$ cat config.mk
export PLATFORM = sky130hd
export DESIGN_NAME = env_adsr_gen
export DESIGN_NICKNAME = d
export VERILOG_FILES = /design/src/rtl/env_pkg.sv /design/src/rtl/env_sync.sv /design/src/rtl/env_ticker.sv /design/src/rtl/env_fsm.sv /design/src/rtl/env_adsr_gen.sv
export SDC_FILE = /design/constraint.sdc
export NUM_CORES = 1
export LEC_CHECK = 0
export BUFFER_PORTS_ARGS = -buffer_cell sky130_fd_sc_hd__buf_4
export CAP_MARGIN = 5
export CELL_PAD_IN_SITES_DETAIL_PLACEMENT = 0
export CELL_PAD_IN_SITES_GLOBAL_PLACEMENT = 1
export CORE_MARGIN = 3
export CORE_UTILIZATION = 24
export CTS_CLUSTER_SIZE = 40
export DETAILED_ROUTE_END_ITERATION = 10
export PLACE_DENSITY_LB_ADDON = 0.1
export SLEW_MARGIN = 0
export SYNTH_ARGS = -nofsm -noshare
export SYNTH_HDL_FRONTEND = slang
export SYNTH_SLANG_ARGS = --single-unit
$ cat constraint.sdc
create_clock -name clk_i -period 3.5 [get_ports clk_i]
set_input_delay 0.175 -clock clk_i [delete_from_list [all_inputs] [get_ports clk_i]]
set_output_delay 0.175 -clock clk_i [all_outputs]
set_load 0.05 [all_outputs]
$ cat src/rtl/env_pkg.sv
package env_pkg;

    localparam int AMP_W = 8;
    localparam int SEL_W = 3;
    localparam int LEN_W = 3;

    typedef logic [AMP_W-1:0] amp_t;
    localparam amp_t AMP_MAX = '1;

    typedef enum logic [2:0] {
        ST_IDLE,
        ST_ATTACK,
        ST_DECAY,
        ST_SUSTAIN,
        ST_RELEASE
    } env_state_e;

    typedef struct packed {
        amp_t atk_step;
        amp_t dec_step;
        amp_t rel_step;
        amp_t sus_level;
        amp_t hold_steps;
    } shape_t;

    // Preset shapes are derived from the selector bits rather than stored.
    function automatic shape_t shape_of(input logic [SEL_W-1:0] sel);
        shape_t s;
        s.atk_step   = amp_t'(64) >> sel[1:0];
        s.dec_step   = amp_t'(16);
        s.rel_step   = sel[2] ? amp_t'(8)  : amp_t'(32);
        s.sus_level  = sel[2] ? amp_t'(96) : amp_t'(160);
        s.hold_steps = amp_t'(2) + amp_t'(sel);
        return s;
    endfunction

    function automatic amp_t sat_add(input amp_t a, input amp_t b);
        logic [AMP_W:0] sum;
        sum = {1'b0, a} + {1'b0, b};
        return sum[AMP_W] ? AMP_MAX : sum[AMP_W-1:0];
    endfunction

    // Subtract b from a, never going below lim.
    function automatic amp_t floor_sub(input amp_t a, input amp_t b, input amp_t lim);
        logic [AMP_W:0] gap;
        gap = {1'b0, a} - {1'b0, lim};
        if (gap[AMP_W] || (gap[AMP_W-1:0] <= b))
            return lim;
        return a - b;
    endfunction

endpackage

$ cat src/rtl/env_sync.sv
module env_sync #(
    parameter int W      = 1,
    parameter int STAGES = 2
) (
    input  logic         clk_i,
    input  logic         rst_i,
    input  logic [W-1:0] d_i,
    output logic [W-1:0] q_o
);

    logic [W-1:0] stage_q [STAGES];

    always_ff @(posedge clk_i) begin
        if (rst_i) begin
            for (int i = 0; i < STAGES; i++) stage_q[i] <= '0;
        end else begin
            stage_q[0] <= d_i;
            for (int i = 1; i < STAGES; i++) stage_q[i] <= stage_q[i-1];
        end
    end

    assign q_o = stage_q[STAGES-1];

endmodule

$ cat src/rtl/env_ticker.sv
module env_ticker #(
    parameter int BASE_TICKS = 256,
    parameter int LEN_W      = 3
) (
    input  logic             clk_i,
    input  logic             rst_i,
    input  logic             run_i,
    input  logic             restart_i,
    input  logic [LEN_W-1:0] len_i,
    output logic             stb_o
);

    localparam int MAX_MULT = 1 << LEN_W;
    localparam int CNT_W    = $clog2(BASE_TICKS * MAX_MULT);

    logic [CNT_W-1:0] cnt_q;
    logic [CNT_W-1:0] limit;

    assign limit = CNT_W'((int'(len_i) + 1) * BASE_TICKS - 1);
    assign stb_o = run_i && (cnt_q == limit);

    always_ff @(posedge clk_i) begin
        if (rst_i || restart_i || !run_i || stb_o)
            cnt_q <= '0;
        else
            cnt_q <= cnt_q + 1'b1;
    end

endmodule

$ cat src/rtl/env_fsm.sv
module env_fsm
    import env_pkg::*;
(
    input  logic             clk_i,
    input  logic             rst_i,
    input  logic             stb_i,
    input  logic             trig_rise_i,
    input  logic             loop_i,
    input  logic [SEL_W-1:0] sel_i,
    output logic             launch_o,
    output env_state_e       state_o,
    output amp_t             amp_o,
    output amp_t             sus_level_o
);

    env_state_e state_q, state_d;
    amp_t       amp_q, amp_d;
    amp_t       hold_q, hold_d;
    shape_t     shape_q;
    logic       launch;

    always_comb begin
        state_d = state_q;
        amp_d   = amp_q;
        hold_d  = hold_q;
        launch  = 1'b0;
        unique case (state_q)
            ST_IDLE: begin
                if (loop_i) launch = 1'b1;
            end
            ST_ATTACK: begin
                if (stb_i) begin
                    amp_d = sat_add(amp_q, shape_q.atk_step);
                    if (amp_d == AMP_MAX) state_d = ST_DECAY;
                end
            end
            ST_DECAY: begin
                if (stb_i) begin
                    amp_d = floor_sub(amp_q, shape_q.dec_step, shape_q.sus_level);
                    if (amp_d == shape_q.sus_level) begin
                        state_d = ST_SUSTAIN;
                        hold_d  = '0;
                    end
                end
            end
            ST_SUSTAIN: begin
                if (stb_i) begin
                    if (hold_q == shape_q.hold_steps - amp_t'(1))
                        state_d = ST_RELEASE;
                    else
                        hold_d = hold_q + amp_t'(1);
                end
            end
            ST_RELEASE: begin
                if (stb_i) begin
                    amp_d = floor_sub(amp_q, shape_q.rel_step, '0);
                    if (amp_d == '0) begin
                        if (loop_i) launch = 1'b1;
                        else        state_d = ST_IDLE;
                    end
                end
            end
            default: state_d = ST_IDLE;
        endcase
        if (trig_rise_i && !loop_i) launch = 1'b1;
        if (launch) state_d = ST_ATTACK;
    end

    always_ff @(posedge clk_i) begin
        if (rst_i) begin
            state_q <= ST_IDLE;
            amp_q   <= '0;
            hold_q  <= '0;
            shape_q <= shape_of('0);
        end else begin
            state_q <= state_d;
            amp_q   <= amp_d;
            hold_q  <= hold_d;
            if (launch) shape_q <= shape_of(sel_i);
        end
    end

    assign launch_o    = launch;
    assign state_o     = state_q;
    assign amp_o       = amp_q;
    assign sus_level_o = shape_q.sus_level;

endmodule

$ cat src/rtl/env_adsr_gen.sv
module env_adsr_gen
    import env_pkg::*;
#(
    parameter int BASE_TICKS = 256
) (
    input  logic             clk_i,
    input  logic             rst_i,
    input  logic             trig_i,
    input  logic             loop_i,
    input  logic             en_i,
    input  logic [LEN_W-1:0] len_i,
    input  logic [SEL_W-1:0] shape_sel_i,
    output logic [AMP_W-1:0] amp_o,
    output logic             busy_o
);

    logic       trig_s, loop_s, trig_prev_q, trig_rise;
    logic       step_stb, launch;
    env_state_e env_state;
    amp_t       env_amp, sus_level;

    env_sync #(.W(2), .STAGES(2)) u_sync (
        .clk_i (clk_i),
        .rst_i (rst_i),
        .d_i   ({trig_i, loop_i}),
        .q_o   ({trig_s, loop_s})
    );

    always_ff @(posedge clk_i) begin
        if (rst_i) trig_prev_q <= 1'b0;
        else       trig_prev_q <= trig_s;
    end

    assign trig_rise = trig_s && !trig_prev_q;

    env_ticker #(.BASE_TICKS(BASE_TICKS), .LEN_W(LEN_W)) u_ticker (
        .clk_i     (clk_i),
        .rst_i     (rst_i),
        .run_i     (busy_o),
        .restart_i (launch),
        .len_i     (len_i),
        .stb_o     (step_stb)
    );

    env_fsm u_fsm (
        .clk_i       (clk_i),
        .rst_i       (rst_i),
        .stb_i       (step_stb),
        .trig_rise_i (trig_rise),
        .loop_i      (loop_s),
        .sel_i       (shape_sel_i),
        .launch_o    (launch),
        .state_o     (env_state),
        .amp_o       (env_amp),
        .sus_level_o (sus_level)
    );

    assign busy_o = (env_state != ST_IDLE);
    assign amp_o  = en_i ? env_amp : AMP_MAX;

endmodule

* After elaboration in Yosys (flattened, before gate mapping)
Memories as Yosys holds them, arrays and structs flattened.
Index checks and enable logic that the tools add are counted.
** Cells by class
- $add $sub $neg :: 10
- Order comparisons :: 2
- Eq/ne operators :: 28
- Shifts and indexed selects :: 1
- Multiplexer cells :: 48
- Bitwise operators :: 3
- Reductions and logical operators :: 20
** Operators by type and width (count)
- two-way mux 8 bit :: 18
- two-way mux 3 bit :: 9
- case mux 8 bit (3 select lines) :: 1
- AND reduction 10 bit :: 2
- == test 8 bit :: 2
- case mux 8 bit (2 select lines) :: 1
- != test 3 bit, second input constant :: 5
- case mux 3 bit (5 select lines) :: 1
- two-way mux 1 bit :: 14
- != test 2 bit, second input constant :: 7
- != test 3 x 2 -> 1 bit, second input constant :: 4
- adder 11 x 1 -> 11 bit, second input constant :: 1
- == test 11 bit :: 1
- subtractor 11 x 2 -> 11 bit, second input constant :: 1
- adder 8 x 8 -> 9 bit :: 1
- subtractor 8 x 8 -> 9 bit :: 1
- adder 8 x 1 -> 8 bit, second input constant :: 1
- == test 8 bit, second input constant :: 1
- less-or-equal comparator 8 x 5 -> 1 bit, second input constant :: 1
- less-or-equal comparator 8 bit :: 1
- logical NOT 8 bit :: 1
- != test 2 x 1 -> 1 bit, second input constant :: 4
- >> shifter 7 x 2 -> 8 bit, first input constant :: 1
- subtractor 8 x 1 -> 8 bit, second input constant :: 1
- 21 further kinds :: 32
** Storage, ports and cells
- Register bits after elaboration :: 63
- Memory bits (writable) :: 4
- Bits of input ports :: 11
- Output and inout port bits :: 9
- Logic and storage cells :: 123
- Memories kept :: 1
** Memories
- u_sync.stage_q :: depth 2, width 2, rd ports 2, clocked after memory_dff 0, write ports 2, RTL line env_sync.sv:11 : logic [W-1:0] stage_q [STAGES];

* Logic depth before layout (Yosys ltp)
- Depth in word-level cells :: 17
- Mapped depth :: 11
- Depth with buffers taken out :: 10

* Modules after synthesis
Synthesis repeated with hierarchy kept, for this count alone.
** Unflattened totals
- Cells, all modules :: 362
- Area, all modules :: 3076.7 sq um
** Modules (own cells, without submodules)
- env_fsm :: times used 1, cells an instance 279, area each 2324.7 sq um, seq. area each 580.6 sq um
- env_ticker :: times used 1, cells an instance 61, area each 543.0 sq um, seq. area each 220.2 sq um
- env_sync :: times used 1, cells an instance 10, area each 120.1 sq um, seq. area each 80.1 sq um
- env_adsr_gen :: times used 1, cells an instance 12, area each 88.8 sq um, seq. area each 20.0 sq um

* Least setup slack after synthesis
OpenSTA, ideal clock, no wires.
- Kind :: register -> register
- From :: register u_fsm.amp_q[5] (netlist: u_fsm.amp_o[5])
- To :: register u_fsm.hold_q[5]
- Setup time :: 0.070 ns
- Data arrival time :: 2.582 ns
- Data required time :: 3.430 ns
- Slack :: 0.848 ns
- Cell stages (with the launch flop) :: 8
- Period minus slack after synthesis :: 2.652 ns
- Cell sequence :: dfxtp_1 > fa_1 > o32a_4 > o311a_4 > or3_1 > buf_2 > or4_1 > a21oi_1
** On the way
- Word-level cells in the longest chain between the ends :: 12
- Elaborated cells between the ends (all ways) :: 13
- Those cells by class :: add/sub (2); order compare (1); eq/ne (2); mux (6); reduce/logical (2)
** RTL lines
- start, declared :: RTL line env_fsm.sv:17 : amp_t amp_q, amp_d;
- start signal, assigned :: RTL line env_fsm.sv:77 : amp_q <= amp_d;
- subtractor 8 x 8 -> 9 bit :: RTL line env_pkg.sv:46 : gap = {1'b0, a} - {1'b0, lim};
- less-or-equal comparator 8 x 5 -> 1 bit :: RTL line env_pkg.sv:47 : if (gap[AMP_W] || (gap[AMP_W-1:0] <= b))
- logical OR 1 bit :: RTL line env_pkg.sv:47
- two-way mux 1 bit :: RTL line env_pkg.sv:47
- two-way mux 1 bit :: RTL line env_fsm.sv:38 : if (stb_i) begin
- two-way mux 1 bit :: RTL line env_fsm.sv:27 : unique case (state_q)
- two-way mux 8 bit (*) :: RTL line env_pkg.sv:49 : return a - b;
- two-way mux 8 bit (*) :: RTL line env_fsm.sv:38
- two-way mux 8 bit (*) :: RTL line env_fsm.sv:27
- == test 8 bit (*) :: RTL line env_fsm.sv:40 : if (amp_d == shape_q.sus_level) begin
- != test 2 x 1 -> 1 bit (no source line) (*)
- AND reduction 5 bit (no source line) (*)
- end signal, assigned :: RTL line env_fsm.sv:78 : hold_q <= hold_d;
- end, declared :: RTL line env_fsm.sv:18 : amp_t hold_q, hold_d;
Every way passes the cells marked *; elsewhere a longest branch is shown, timed or not. The select of a mux whose other input is x is not followed.
A chain may end at the register's enable or synchronous reset.

* Worst setup path after layout
- From :: register u_fsm.amp_q[4] (netlist: u_fsm.amp_o[4])
- To :: register u_fsm.hold_q[5]
Same word-level chain as after synthesis.

==> impl_metrics.json <==
{
  "outcome": "finished clean",
  "ys.flop_type": "dfxtp_1",
  "port_buffers": 19,
  "syn_area_per_cell_um2": 8.07,
  "clkLatencyLatePin_ns": 0.29,
  "pwr-share-comb_pct": 11.3,
  "dr.pass1.iters": 4,
  "die_h_um": 116,
  "cp-end-kind": "register",
  "area.growth.synth_to_final_pct": 16.3,
  "peakVddDrop_mv": 0.177,
  "syn_nets": 390,
  "drc": 0,
  "synthTopCellsByArea": "dfxtp_1 31%, ha_1 8.2%, a21oi_1 6.1%",
  "ys_seq_area_share_pct": 31.2,
  "core_area_um2": 11600,
  "cp_top_family": "simple AND/OR/NAND/NOR gates",
  "antenna_found_initial": 0,
  "ys.warnings.count": 0,
  "worstMarginPinSlew_ns": 0.719,
  "initial_core_util_pct": 24.9,
  "worstSetupStartpoint": "u_fsm.amp_o[4]",
  "hpwl_um": 5880,
  "instances_no_fill": 521,
  "setup_viol_count_final": 0,
  "yosysUniqueCellTypes": 53,
  "synth_edf_count": 0,
  "synth_cells": 358,
  "placed_cells": 513,
  "power.leakage_nw": 1.29,
  "period_minus_slack_ns": 2.90,
  "grt_pass1_vias": 2435,
  "cts_tree": "built",
  "antenna_cells": 0,
  "clk_path_buf_depth": 2,
  "grt_remaining_overflow": 0,
  "place_ws_ns": 0.594,
  "hold_viol": 0,
  "dieArea_um2": 13400,
  "start_kind": "register",
  "p_int_mw": 0.934,
  "layout-drive-gt1-share_pct": 9.52,
  "worst-setup-path-type": "register to register",
  "async_reset_ff_share_pct": 0,
  "globalplace.congestion": 0.796,
  "viasPerCell": 4.79,
  "die_w_um": 116,
  "min_path_type": "primary input to register",
  "rows": 39,
  "critPathArrivalTime_ns": 3.12,
  "io_pins": 20,
  "wire_per_inst_um": 14.7,
  "cp_num_buf_inv": 1,
  "r2r_start": "u_fsm.amp_o[4]",
  "maxSlewViolCount": 0,
  "pwr-share-clk_pct": 45.9,
  "num_vias": 2495,
  "setup-tns-final_ns": 0,
  "cts.clk_slew.worst_paths_ns": 0.07,
  "cp_slowest_cell": "or3_1",
  "hold_start": "loop_i",
  "grt_max_degree": 27,
  "finClkSkew_ns": 0.00499,
  "htreeDepth": 2,
  "synth_top_area_share_pct": 31.2,
  "p_per_area_nw_per_um2": 370,
  "wl_um": 7660,
  "max-cap-violations": 0,
  "switching_share_pct": 25.0,
  "fin_ws_ns": 0.599,
  "syn_area_um2": 2890,
  "power.switching_mw": 0.311,
  "grtUsageTotal_pct": 12.2,
  "yosys-top-cells-count": "45 x dfxtp_1, 41 x nor2_1, 35 x a21oi_1",
  "worstPathCellList": "inv_1, ha_1, xor2_1, xnor2_1, o311a_4, or3_1, or4_1, a21oi_1",
  "cp_max_fo": 10,
  "cp.required_ns": 3.72,
  "synth.largest_area_cell": "dfxtp_1",
  "ctsResizeCount": 0,
  "final_antenna_net_count": 0,
  "slowest_delay_ns": 0.52,
  "yosysMostFrequentCell": "dfxtp_1",
  "slew_headroom_pct": 51.6,
  "grt_pass1_wl_um": 12800,
  "root_buffer": "clkbuf_16",
  "clock_sinks": 45,
  "fin_crit_sh_pct": 82.9,
  "pwr-share-seq_pct": 42.8,
  "layout.nets": 409,
  "grt_setup_unrepaired": "no",
  "first_iter_violations": 104,
  "fmax_mhz": 345,
  "numCtsBuffers": 5,
  "ys_ff_latch": 45,
  "ctsHoldBuffers": 0,
  "post_cts_buffers": 0
}
## registers in the layout (all words and copies together), names as in the netlist
signal	flops
u_fsm.amp_o	8
u_ticker.cnt_q	11
u_sync.stage_q	4
u_fsm.hold_q	8
trig_prev_q	1
u_fsm.shape_q	10
u_fsm.state_o	3
## cell type report
type / count / area [µm²]
clock buffer: 6 / 139
timing repair buffer: 22 / 165
clock inverter: 2 / 37.5
inverter: 19 / 73.8
multi-input combinational: 284 / 1870
sequential: 45 / 901
tap: 143 / 179
fill: 1254 / 8250
## layout by cell type (no fill, tap or decap), types with 2 or more instances in the layout
cell type | Yosys | layout
nand2b_1 | 8 | 8
a21o_1 | 3 | 3
fa_1 | 2 | 2
nand4_1 | 5 | 5
o21ai_0 | 12 | 12
xnor2_1 | 19 | 19
nor2_1 | 41 | 41
buf_4 | 1 | 22
nand3b_1 | 3 | 3
or4_1 | 2 | 2
clkbuf_16 | 0 | 5
and3_1 | 4 | 4
mux2i_1 | 7 | 7
ha_1 | 19 | 19
nor3_1 | 10 | 10
o211ai_1 | 2 | 2
or3_1 | 5 | 5
and4_1 | 2 | 2
a31oi_1 | 2 | 2
nor4_1 | 4 | 4
and2_1 | 2 | 2
a21oi_1 | 35 | 35
nand4b_1 | 2 | 2
o31ai_1 | 4 | 4
inv_1 | 18 | 18
xor2_1 | 12 | 12
nand3_1 | 12 | 12
nor2b_1 | 10 | 10
nand2_1 | 34 | 34
dfxtp_1 | 45 | 45
o22ai_1 | 3 | 3
nor3b_1 | 2 | 2
## logic make-up after synthesis
kind of cell,count (synthesis),synth area share [%]
multiplexers,7,2.42
buffers and inverters,29,4.29
flip-flops,45,31.2
AND/OR/NAND/NOR,151,26.8
AO/OA/AOI/OAI,74,16.3
adder cells (fa/ha/maj),21,9.61
XOR/XNOR,31,9.39
## through the flow
step	area (µm²)	hold slack (ns)	utilization (%)	total power, mW
after floorplan	2890	0.303	-	0.640
after global placement	3180	0.385	27.4	0.688
after detailed placement	3180	0.390	27.4	0.687
after CTS	3360	0.0826	28.9	1.27
after global routing	3360	0.0936	28.9	1.30
final	3360	0.0928	28.9	1.24
## worst reg2reg max path, delay by kind of cell, from the launching register on
family                   cells  cell delay (ns)
AO/OA/AOI/OAI                2             0.54
adder cells (fa/ha/maj)      1             0.25
buffers and inverters        1             0.21
flip-flops                   1             0.49
XOR/XNOR                     2             0.32
AND/OR/NAND/NOR              2             1.03
## power groups by stage
| stage | registers [mW] | logic (mW) | clock network [mW] |
|---|---|---|---|
| floorplan | 0.539 | 0.101 | 0 |
| global placement | 0.544 | 0.143 | 0 |
| detailed placement | 0.545 | 0.142 | 0 |
| global route | 0.534 | 0.157 | 0.606 |
| finish | 0.533 | 0.141 | 0.572 |
| CTS | 0.533 | 0.143 | 0.594 |
## worst paths after layout
path / to / slack (ns) / depth (start not counted)
worst min-delay path: u_sync.stage_q[0][0] / 0.09 / 2
worst max-delay path: u_fsm.hold_q[5] / 0.60 / 8
worst min register to register: u_sync.stage_q[0][2] / 0.44 / 1
worst max register to register: u_fsm.hold_q[5] / 0.60 / 8
## metal layers
layer / part of all wire [%] / up-vias / GRT usage, %
li1: - / 1290 / -
met1: 48 / 1150 / 16.2
met2: 46 / 43 / 19.4
met3: 3.3 / 12 / 2.35
met4: 2.4 / 0 / 4.95
met5: 0 / - / 0
(Power assumes the default switching activity.)
